### src/rtl/tmr_pkg.sv
package tmr_pkg;
  localparam int NTICK  = 5;
  localparam int CTL_W  = 10;
  localparam int F_CLR  = 3;
  localparam int F_PER  = 6;
  localparam int F_OWN  = 7;
  localparam int F_STOP = 8;
  localparam int F_SNAP = 9;

  typedef enum logic [1:0] {
    RG_MISC  = 2'd0,
    RG_CNT   = 2'd1,
    RG_MATCH = 2'd2,
    RG_CTRL  = 2'd3
  } region_e;

  // tick chosen by a 3-bit clock select; unused codes give no tick
  function automatic logic tick_for_sel(input logic [2:0] sel, input logic [NTICK-1:0] ticks);
    logic r;
    r = 1'b0;
    for (int k = 0; k < NTICK; k++)
      if (int'(sel) == k + 1) r = ticks[k];
    return r;
  endfunction

  // first half of the bank shares channel 0, the rest pair up on even indices
  function automatic int leader_of(input int idx, input int nch);
    if (idx < nch / 2) return 0;
    return idx - (idx % 2);
  endfunction

  // odd channels in the upper half may capture their leader; -1 = none
  function automatic int snap_src(input int idx, input int nch);
    if (idx >= nch / 2 && (idx % 2) == 1) return idx - 1;
    return -1;
  endfunction

  function automatic logic [CTL_W-1:0] ctl_keep(input int idx, input int nch);
    return (idx < nch / 2) ? 10'h0FF : 10'h3FF;
  endfunction
endpackage

### src/rtl/tmr_chan.sv
module tmr_chan
  import tmr_pkg::*;
#(
  parameter int CW  = 32,
  parameter int IDX = 0,
  parameter int NCH = 8
) (
  input  logic             clk,
  input  logic             rst_n,
  input  logic [NTICK-1:0] ticks,
  input  logic [CW-1:0]    wdata,
  input  logic             wr_cnt,
  input  logic             wr_match,
  input  logic             wr_ctrl,
  input  logic [CW-1:0]    lead_cnt,
  input  logic             lead_tick,
  output logic [CW-1:0]    cnt,
  output logic [CW-1:0]    match_val,
  output logic [CTL_W-1:0] ctrl,
  output logic             own_tick,
  output logic             hit
);
  localparam bit IS_LEAD  = (leader_of(IDX, NCH) == IDX);
  localparam bit CAN_HALT = (IDX >= NCH / 2);
  localparam logic [CTL_W-1:0] KEEP = ctl_keep(IDX, NCH);

  function automatic logic [CW-1:0] next_count(
    input logic [CW-1:0] cur, input logic load, input logic [CW-1:0] ld_val,
    input logic clr, input logic adv);
    if (load) return ld_val;
    if (clr)  return '0;
    if (adv)  return cur + 1'b1;
    return cur;
  endfunction

  logic            armed_q;
  logic            halted;
  logic            use_own;
  logic [CW-1:0]   cmp_cnt;
  logic            cmp_tick;

  assign halted   = (!ctrl[F_OWN] && !IS_LEAD) || (CAN_HALT && ctrl[F_STOP]);
  assign own_tick = tick_for_sel(ctrl[2:0], ticks) && !halted;
  assign use_own  = ctrl[F_OWN] || IS_LEAD;
  assign cmp_cnt  = use_own ? cnt : lead_cnt;
  assign cmp_tick = use_own ? own_tick : lead_tick;
  assign hit      = armed_q && cmp_tick && (cmp_cnt == match_val);

  always_ff @(posedge clk) begin
    if (!rst_n) begin
      cnt       <= '0;
      match_val <= '0;
      ctrl      <= '0;
      armed_q   <= 1'b1;
    end else begin
      cnt <= next_count(cnt, wr_cnt, wdata, hit && ctrl[F_CLR], own_tick);
      if (wr_match) match_val <= wdata;
      if (wr_ctrl)  ctrl <= wdata[CTL_W-1:0] & KEEP;
      if (wr_cnt || wr_match)      armed_q <= 1'b1;
      else if (hit && !ctrl[F_PER]) armed_q <= 1'b0;
    end
  end
endmodule

### src/rtl/tmr_evt.sv
module tmr_evt #(
  parameter int NCH = 8
) (
  input  logic           clk,
  input  logic           rst_n,
  input  logic [NCH-1:0] hit,
  input  logic           wr_stat,
  input  logic           wr_ier,
  input  logic [NCH-1:0] wbits,
  output logic [NCH-1:0] status,
  output logic [NCH-1:0] ier,
  output logic           irq
);
  // new events win over a clear of the same bit
  function automatic logic [NCH-1:0] next_status(
    input logic [NCH-1:0] cur, input logic [NCH-1:0] clr, input logic [NCH-1:0] set);
    return (cur & ~clr) | set;
  endfunction

  always_ff @(posedge clk) begin
    if (!rst_n) begin
      status <= '0;
      ier    <= '0;
    end else begin
      status <= next_status(status, wr_stat ? wbits : '0, hit & ier);
      if (wr_ier) ier <= wbits;
    end
  end

  assign irq = |status;
endmodule

### src/rtl/tmr_match_array.sv
module tmr_match_array
  import tmr_pkg::*;
#(
  parameter int NCH     = 8,
  parameter int CW      = 32,
  parameter int AW      = 8,
  parameter int BASE_ID = 4
) (
  input  logic             clk,
  input  logic             rst_n,
  input  logic [NTICK-1:0] tick_in,
  input  logic             bus_wr,
  input  logic             bus_rd,
  input  logic [AW-1:0]    bus_addr,
  input  logic [CW-1:0]    bus_wdata,
  output logic [CW-1:0]    bus_rdata,
  output logic             irq
);
  localparam int IW = $clog2(NCH);
  localparam logic [AW-1:0] A_STAT = AW'(8'h14);
  localparam logic [AW-1:0] A_IER  = AW'(8'h1C);
  localparam logic [AW-1:0] A_SNAP = AW'(8'h20);

  region_e        region;
  logic           addr_ok;
  logic           bank_ok;
  logic [IW-1:0]  sel_ch;

  assign region  = region_e'(bus_addr[7:6]);
  assign addr_ok = ((bus_addr >> 8) == '0);
  assign bank_ok = addr_ok && !bus_addr[5] && (bus_addr[1:0] == 2'b00);
  assign sel_ch  = bus_addr[2 +: IW];

  logic [CW-1:0]    cnt_a      [NCH];
  logic [CW-1:0]    match_a    [NCH];
  logic [CTL_W-1:0] ctrl_a     [NCH];
  logic             own_tick_a [NCH];
  logic [CW-1:0]    snap_src_a [NCH];

  // named per-channel events for the checker
  logic [NCH-1:0]    hit_v, wr_cnt_v, wr_match_v, wr_ctrl_v, rd_cnt_v, snap_req_v;
  logic [NCH-1:0]    b3_v, b6_v, b7_v, b8_v, status_v, ier_v;
  logic [NCH*CW-1:0] cnt_flat;
  logic [CW-1:0]     snap_q;

  genvar i;
  generate
    for (i = 0; i < NCH; i++) begin : g_ch
      localparam int LEAD = leader_of(i, NCH);
      localparam int SRC  = snap_src(i, NCH);

      assign wr_cnt_v[i]   = bus_wr && bank_ok && region == RG_CNT   && sel_ch == IW'(i);
      assign wr_match_v[i] = bus_wr && bank_ok && region == RG_MATCH && sel_ch == IW'(i);
      assign wr_ctrl_v[i]  = bus_wr && bank_ok && region == RG_CTRL  && sel_ch == IW'(i);
      assign rd_cnt_v[i]   = bus_rd && bank_ok && region == RG_CNT   && sel_ch == IW'(i);

      tmr_chan #(.CW(CW), .IDX(i), .NCH(NCH)) u_chan (
        .clk       (clk),
        .rst_n     (rst_n),
        .ticks     (tick_in),
        .wdata     (bus_wdata),
        .wr_cnt    (wr_cnt_v[i]),
        .wr_match  (wr_match_v[i]),
        .wr_ctrl   (wr_ctrl_v[i]),
        .lead_cnt  (cnt_a[LEAD]),
        .lead_tick (own_tick_a[LEAD]),
        .cnt       (cnt_a[i]),
        .match_val (match_a[i]),
        .ctrl      (ctrl_a[i]),
        .own_tick  (own_tick_a[i]),
        .hit       (hit_v[i])
      );

      assign b3_v[i] = ctrl_a[i][F_CLR];
      assign b6_v[i] = ctrl_a[i][F_PER];
      assign b7_v[i] = ctrl_a[i][F_OWN];
      assign b8_v[i] = ctrl_a[i][F_STOP];
      assign cnt_flat[i*CW +: CW] = cnt_a[i];

      if (SRC >= 0) begin : g_snap
        assign snap_req_v[i] = rd_cnt_v[i] && ctrl_a[i][F_SNAP];
        assign snap_src_a[i] = cnt_a[SRC];
      end else begin : g_nosnap
        assign snap_req_v[i] = 1'b0;
        assign snap_src_a[i] = '0;
      end
    end
  endgenerate

  always_ff @(posedge clk) begin
    if (!rst_n) snap_q <= '0;
    else
      for (int k = 0; k < NCH; k++)
        if (snap_req_v[k]) snap_q <= snap_src_a[k];
  end

  tmr_evt #(.NCH(NCH)) u_evt (
    .clk     (clk),
    .rst_n   (rst_n),
    .hit     (hit_v),
    .wr_stat (bus_wr && bus_addr == A_STAT),
    .wr_ier  (bus_wr && bus_addr == A_IER),
    .wbits   (bus_wdata[BASE_ID +: NCH]),
    .status  (status_v),
    .ier     (ier_v),
    .irq     (irq)
  );

  always_comb begin
    bus_rdata = '0;
    if (addr_ok) begin
      unique case (region)
        RG_MISC: begin
          if (bus_addr == A_STAT)      bus_rdata[BASE_ID +: NCH] = status_v;
          else if (bus_addr == A_IER)  bus_rdata[BASE_ID +: NCH] = ier_v;
          else if (bus_addr == A_SNAP) bus_rdata = snap_q;
        end
        RG_CNT:   if (bank_ok) bus_rdata = cnt_a[sel_ch];
        RG_MATCH: if (bank_ok) bus_rdata = match_a[sel_ch];
        RG_CTRL:  if (bank_ok) bus_rdata = CW'(ctrl_a[sel_ch]);
        default:  bus_rdata = '0;
      endcase
    end
  end

  logic unused_sink;
  always_comb begin
    unused_sink = 1'b0;
    for (int k = 0; k < NCH; k++)
      unused_sink = unused_sink ^ (^ctrl_a[k]) ^ own_tick_a[k];
  end
endmodule

### config.mk
export PLATFORM = sky130hd
export DESIGN_NAME = tmr_match_array
export DESIGN_NICKNAME = d
export VERILOG_FILES = /design/src/rtl/tmr_pkg.sv /design/src/rtl/tmr_chan.sv /design/src/rtl/tmr_evt.sv /design/src/rtl/tmr_match_array.sv
export SDC_FILE = /design/constraint.sdc
export NUM_CORES = 2
export LEC_CHECK = 0
export BUFFER_PORTS_ARGS = -buffer_cell sky130_fd_sc_hd__buf_4
export CORE_AREA = 2 2 313 315
export DETAILED_ROUTE_END_ITERATION = 12
export DIE_AREA = 0 0 315 317
export GPL_ROUTABILITY_DRIVEN = 0
export HOLD_SLACK_MARGIN = 0.03
export PLACE_DENSITY_LB_ADDON = 0.1
export SYNTH_ARGS = -nofsm -noshare
export SYNTH_HDL_FRONTEND = slang
export SYNTH_HIERARCHICAL = 1
export SYNTH_SLANG_ARGS = --single-unit
### constraint.sdc
create_clock -name clk -period 8 [get_ports clk]
set_clock_uncertainty 0.05 [all_clocks]
set_input_delay 0 -clock clk [delete_from_list [all_inputs] [get_ports clk]]
set_output_delay 0 -clock clk [all_outputs]
set_load 0.05 [all_outputs]
[Word-level counts from Yosys, hierarchy flattened]
Index checks and enable logic that the tools add are counted.
Word-level totals
  bits of input ports: 49
  output and inout port bits: 33
  bits in registers: 640
Cells by class
  bitwise gates (word level): 6
  equal/unequal tests: 61
  add/sub/neg operators: 8
  order comparisons: 1
  muxes and demuxes: 193
  reductions and logical operators: 122
Operators with widths (number)
  $mux W32: 62
  $add A32 B1 Y32 const B: 8
  $eq A32 B32 Y1: 8
  $bmux W32 S3: 2
  $pmux W32 S4: 1
  $mux W1: 117
  $eq A3 B3 Y1 const B: 36
  $logic_and A1 B1 Y1: 76
  $mux W20: 2
  $bmux W10 S3: 1
  $eq A3 B2 Y1 const B: 10
  $mux W10: 3
  $mux W8: 3
  $reduce_bool A3 Y1: 8
  $and A8 B8 Y8: 2
  $eq A8 B5 Y1 const B: 2
  $reduce_or A2 Y1: 8
  $logic_not A1 Y1: 15
  $logic_or A1 B1 Y1: 10
  $eq A8 B6 Y1 const B: 1
  $mux W4: 2
  $not A8 Y8: 1
  $or A8 B8 Y8: 1
  $reduce_or A8 Y1: 1
  other kinds (9): 11

[Logic depth before layout (Yosys ltp)]
  depth after elaboration: 20
  gate-level depth with buffers: 13

[By module]
Netlist, hierarchy kept.
Modules (own cells, without submodules)
  tmr_chan at g_ch[2].u_chan ...: seq. area each 1461.4 um^2, cells each 513, instances 2, area an instance 4485.6 um^2
  tmr_match_array: seq. area each 640.6 um^2, cells each 654, instances 1, area an instance 6675.2 um^2
  tmr_chan at g_ch[5].u_chan: seq. area each 1501.4 um^2, cells each 512, instances 1, area an instance 4654.5 um^2
  tmr_chan at g_ch[1].u_chan: seq. area each 1461.4 um^2, cells each 519, instances 1, area an instance 4584.4 um^2
  tmr_chan at g_ch[7].u_chan: seq. area each 1501.4 um^2, cells each 523, instances 1, area an instance 4528.1 um^2
  tmr_chan at g_ch[6].u_chan: seq. area each 1501.4 um^2, cells each 471, instances 1, area an instance 4140.2 um^2
  tmr_chan at g_ch[4].u_chan: seq. area each 1501.4 um^2, cells each 463, instances 1, area an instance 4091.4 um^2
  tmr_chan at g_ch[0].u_chan: seq. area each 1461.4 um^2, cells each 408, instances 1, area an instance 3728.6 um^2
  tmr_evt: seq. area each 320.3 um^2, cells each 63, instances 1, area an instance 645.6 um^2

[Least setup slack after synthesis]
OpenSTA, ideal clock, no wires.
  path kind: input -> register
  from: in bus_addr[7]
  to: reg g_ch[5].u_chan.cnt[13]
  path buffers: 6
  path slack: 5.245 ns
  library setup time: 0.079 ns
  arrival: 2.626 ns
  stages on the path: 11
  cells stage by stage: clkbuf_1 nor2b_1 clkbuf_1 clkbuf_1 nand3_1 nor3_1 buf_2 clkbuf_1 clkbuf_1 a21oi_1 a211oi_2
Between the ends
  longest elaborated chain between the ends: 6
  elaborated cells between the ends (all ways): 7
RTL lines
  start, declared: RTL line tmr_match_array.sv:14  | input logic [AW-1:0] bus_addr,
  $eq A2 B1 Y1 (*): RTL line tmr_match_array.sv:52  | assign wr_cnt_v[i] = bus_wr && bank_ok && region == RG_CNT && sel_ch == IW'(i);
  $logic_and A1 B1 Y1 (*) (2 in a row): RTL line tmr_match_array.sv:52
  net wr_cnt_v[5]: RTL line tmr_match_array.sv:41  | logic [NCH-1:0] hit_v, wr_cnt_v, wr_match_v, wr_ctrl_v, rd_cnt_v, snap_req_v;
  $mux W1 (*): RTL line tmr_chan.sv:30  | if (load) return ld_val;
  $mux W1 (*): RTL line tmr_chan.sv:50  | if (!rst_n) begin
  $reduce_bool A3 Y1 (no source line) or $mux W32 (tied branches)
  end signal, assigned: RTL line tmr_chan.sv:56  | cnt <= next_count(cnt, wr_cnt, wdata, hit && ctrl[F_CLR], own_tick);
  end, declared: RTL line tmr_chan.sv:17  | output logic [CW-1:0] cnt,
Mark *: on every way through the listed nets, which the timed path passes. The rest lies on a longest branch. The select of a mux whose other input is x is not followed.
A chain may end at the register's enable or synchronous reset.

[Worst setup path after layout]
  from: reg g_ch[3].u_chan.ctrl[7]
  to: reg g_ch[3].u_chan.cnt[21]
Between the ends
  longest elaborated chain between the ends: 10
  elaborated cells between the ends (all ways): 20
RTL lines
  start, declared: RTL line tmr_chan.sv:19  | output logic [CTL_W-1:0] ctrl,
  start signal, assigned: RTL line tmr_chan.sv:58  | if (wr_ctrl) ctrl <= wdata[CTL_W-1:0] & KEEP;
  branches (longest 10 deep; another with $mux W32)
  end signal, assigned: RTL line tmr_chan.sv:56
  end, declared: RTL line tmr_chan.sv:17
Several ways; the timed one is not identified. The select of a mux whose other input is x is not followed.

==> metrics.md <==
| Metric | Value |
|---|---|
| DIE AREA | `99900 um2` |
| Cell area after synthesis | `42000 um2` |
| Clock Sinks | `640` |
| Share of post-route cells with drive strength above 1 | `between 10% and 20%` |
| Leading register cell type out of synthesis | `dfxtp_1` |
| Via count | `approximately 39k` |
| IO Count | `82` |
| CP Depth | `9` |
| Worst setup path class | `reg -> reg` |
| Max Cap Violations | `0` |
| Initial Util | `43.6%` |
| Maximum vdd drop | `0.166 mV` |
| EDFF count, synth | `0` |
| Final core utilization | `48.2%` |
| DR iter-0 viols | `between 5k and 6k` |
| Root Driver | `clkbuf_16` |
| Synth-to-layout area growth | `10.4%` |
| Dpl hpwl | `137 mm` |
| Filler cell count | `9286` |
| Crit path from | `g_ch[3].u_chan/ctrl[7]$_SDFFE_PN0P_` |
| Pre-CTS setup slack | `3.81 ns` |
| Vias per inst | `6.66` |
| Most frequent CP cell | `buf_4` |
| Slew headroom | `12.1%` |
| Worst-margin pin slew | `1.32 ns` |
| Vias in the first global route | `around 36k` |
| GR Layer Usage met3 | `between 10% and 20%` |
| Power Density | `between 150 and 200 nW/um2` |
| CP Capture Type | `register` |
| Initial antenna violation count | `14` |
| Fraction of registers with async set or reset after synthesis | `0%` |
| Period utilization | `53.5%` |
| Slew Viols, Final | `0` |
| Max stage delay cell, worst path | `dfxtp_2` |
| Yosys warns | `6` |
| CTS tree | `built` |
| Drt first pass iters | `6` |
| R2R cell count | `9` |
| Hold slack | `~0.16 ns` |
| Antenna-violating nets left | `0` |
| Yosys reg bits | `640` |
| TritonCTS Buffers | `77` |
| Postcts setup bufs | `0` |
| Most common cell after layout, fill and taps aside | `dfxtp_1` |
| Mapped Avg Cell Area | `9.06 um2` |
| Clock slew at reported path FFs | `0.06 ns` |
| Setup TNS | `0 ns` |
| Nets | `4643` |
| Number of remaining DRC errors | `0` |
| Clk_lat worst skew | `0.66 ns` |
| Overall power | `about 7.4 mW` |
| Critical Path, Cell by Cell | `buf_4 > mux2i_1 > xnor2_1 > nor4_1 > nand4_1 > nor4b_4 > buf_4 > a21boi_1 > nor4b_2` |
| WP data arrival | `4.77 ns` |
| Worst Path Buf+Inv | `2` |
| Placement Rows | `114` |
| Yosys cell types | `113` |
| Unrepaired setup endpoints after global routing | `false` |
| R2r startpoint | `g_ch[3].u_chan/ctrl[7]$_SDFFE_PN0P_` |
| Pin count of the biggest net entering global routing | `approximately 120` |
| Met1 Use GR | `54.0%` |
| Worst min path class | `in -> reg` |
| Die W | `315 um` |
| Met2 GRT Util | `52.3%` |
| Final WL | `about 190 mm` |
| Final period demand of the worst path | `4.28 ns` |
| Mapped Cells | `4639` |
| Worst Path Max Fanout | `53` |
| Cell depth of the worst hold path | `6` |
| H-tree depth | `3` |
| Die Height | `about 320 um` |
| Wirelength per Cell | `32.4 um` |
| Max clock buf depth | `3` |
| Register area share after synthesis | `30.5%` |
| Lkg Pwr | `15.2 nW` |
| Hold_sp | `tick_in[3]` |
| Global route overflow | `0` |
| Status | `complete, no violations` |
| Peak Freq | `234 MHz` |
| Hold Vio Cnt, Final | `0` |
| Crit path launch type | `register` |
| GRT Util Overall | `37.6%` |
| CP required | `8.49 ns` |
| Final Setup Violations | `0` |
| Port Buffer Count | `81` |
| Crit-path leading delay family | `simple AND/OR/NAND/NOR gates` |
| CORE AREA | `96300 um2` |
| Crit path setup slack, layout | `3.72 ns` |
| Critical Path Max Stage Delay | `0.72 ns` |
| Gr busiest metal | `met1` |
| Global-route wire length before repair | `273 mm` |
| Highest-count cells in the layout ignoring fill and taps | `dfxtp_1, mux2i_1, nand2_1, nor2_1, xnor2_1` |
-- tightest hold or removal path: stages --
cell and delay (ns):
buf_4 0.16, nand4bb_1 0.12, a31oi_2 0.09, buf_4 0.23, o211ai_1 0.14, a21oi_1 0.06
-- cell type report --
type	instances	area [um2]	area share, %
multi-input cells	3535	27200	58.7
flip-flops and latches	640	12800	27.6
clock buffers	109	2240	4.82
repair buffers	214	1730	3.73
well taps	1276	1600	3.44
inverters	118	443	0.955
clock inverters	30	343	0.739
diodes	1	2.50	0.00539
-- registers in the layout, indices dropped and copies added, names as in the netlist --
name and cells:
u_evt/status 8, g_ch.u_chan/match_val 256, g_ch.u_chan/cnt 256, u_evt/ier 8, g_ch.u_chan/ctrl 72, g_ch.u_chan/armed_q 8
snap_q 32
-- cells in the mapped netlist (48+ instances only) --
library cell,count,area [um2]
clkbuf_1,198,743
o22ai_1,49,307
o32ai_1,50,438
nor3_1,91,455
a22oi_1,91,683
o21ai_0,124,621
buf_2,68,340
nor4_1,50,313
xnor2_1,263,2300
nand2_1,373,1400
dfxtp_1,640,12800
nand4_1,90,563
mux2i_1,561,5620
a21oi_1,123,616
and3_1,53,332
nor2b_1,207,1290
nor2_1,314,1180
nand3_1,135,676
a2bb2oi_1,48,420
mux4_2,126,2840
xor2_1,108,946
inv_1,113,424
-- per-layer routing --
layer,part of all wire [%],up-vias
met1,42,19500
li1,-,17000
met4,4.2,6
met2,40,2515
met3,14,366
met5,0.023,-
-- worst paths after layout --
path,end,slack [ns]
setup / recovery,g_ch[3].u_chan/cnt[21]$_SDFFE_PN0P_,3.72
hold / removal,g_ch[6].u_chan/cnt[0]$_SDFFE_PN0P_,0.16
setup reg to reg,g_ch[3].u_chan/cnt[21]$_SDFFE_PN0P_,3.72
hold reg to reg,g_ch[7].u_chan/armed_q$_SDFFE_PP1P_,0.43
-- power by group --
part | total [mW] | switching (mW) | internal [mW]
sequential | 3.20 | 0.00700 | 3.19
combinational | 0.476 | 0.343 | 0.133
clock | 3.68 | 1.56 | 2.12
-- cell families (layout without fill, tap and decap cells) --
| kind of cell | after synthesis | in the layout | share of synthesized area [%] |
|---|---|---|---|
| muxes | 713 | 713 | 20.8 |
| other | 4 | 9 | 0.0357 |
| DFF | 640 | 640 | 30.5 |
| adders and majority gates | 8 | 8 | 0.238 |
| xor gates and xnor gates | 371 | 371 | 7.73 |
| and+or+nand+nor | 1538 | 1538 | 19.3 |
| buffers and inverters | 468 | 471 | 5.21 |
| AOI/OAI and AO/OA | 897 | 897 | 16.2 |
-- per-stage QoR --
stage	cell area, um2	cells
after detailed placement	43500	5748
after global routing	46400	5922
after CTS	46400	5922
final	46400	5923
after floorplan	42000	4643
after global placement	43500	5748
-- timing repair --
item | 4_1_cts | 5_1_grt
hold endpoints to repair | 599 | 0
gates resized for setup | 0 | 0
hold buffers | 35 | 0
Note: power is estimated with default switching activity, not from simulation.
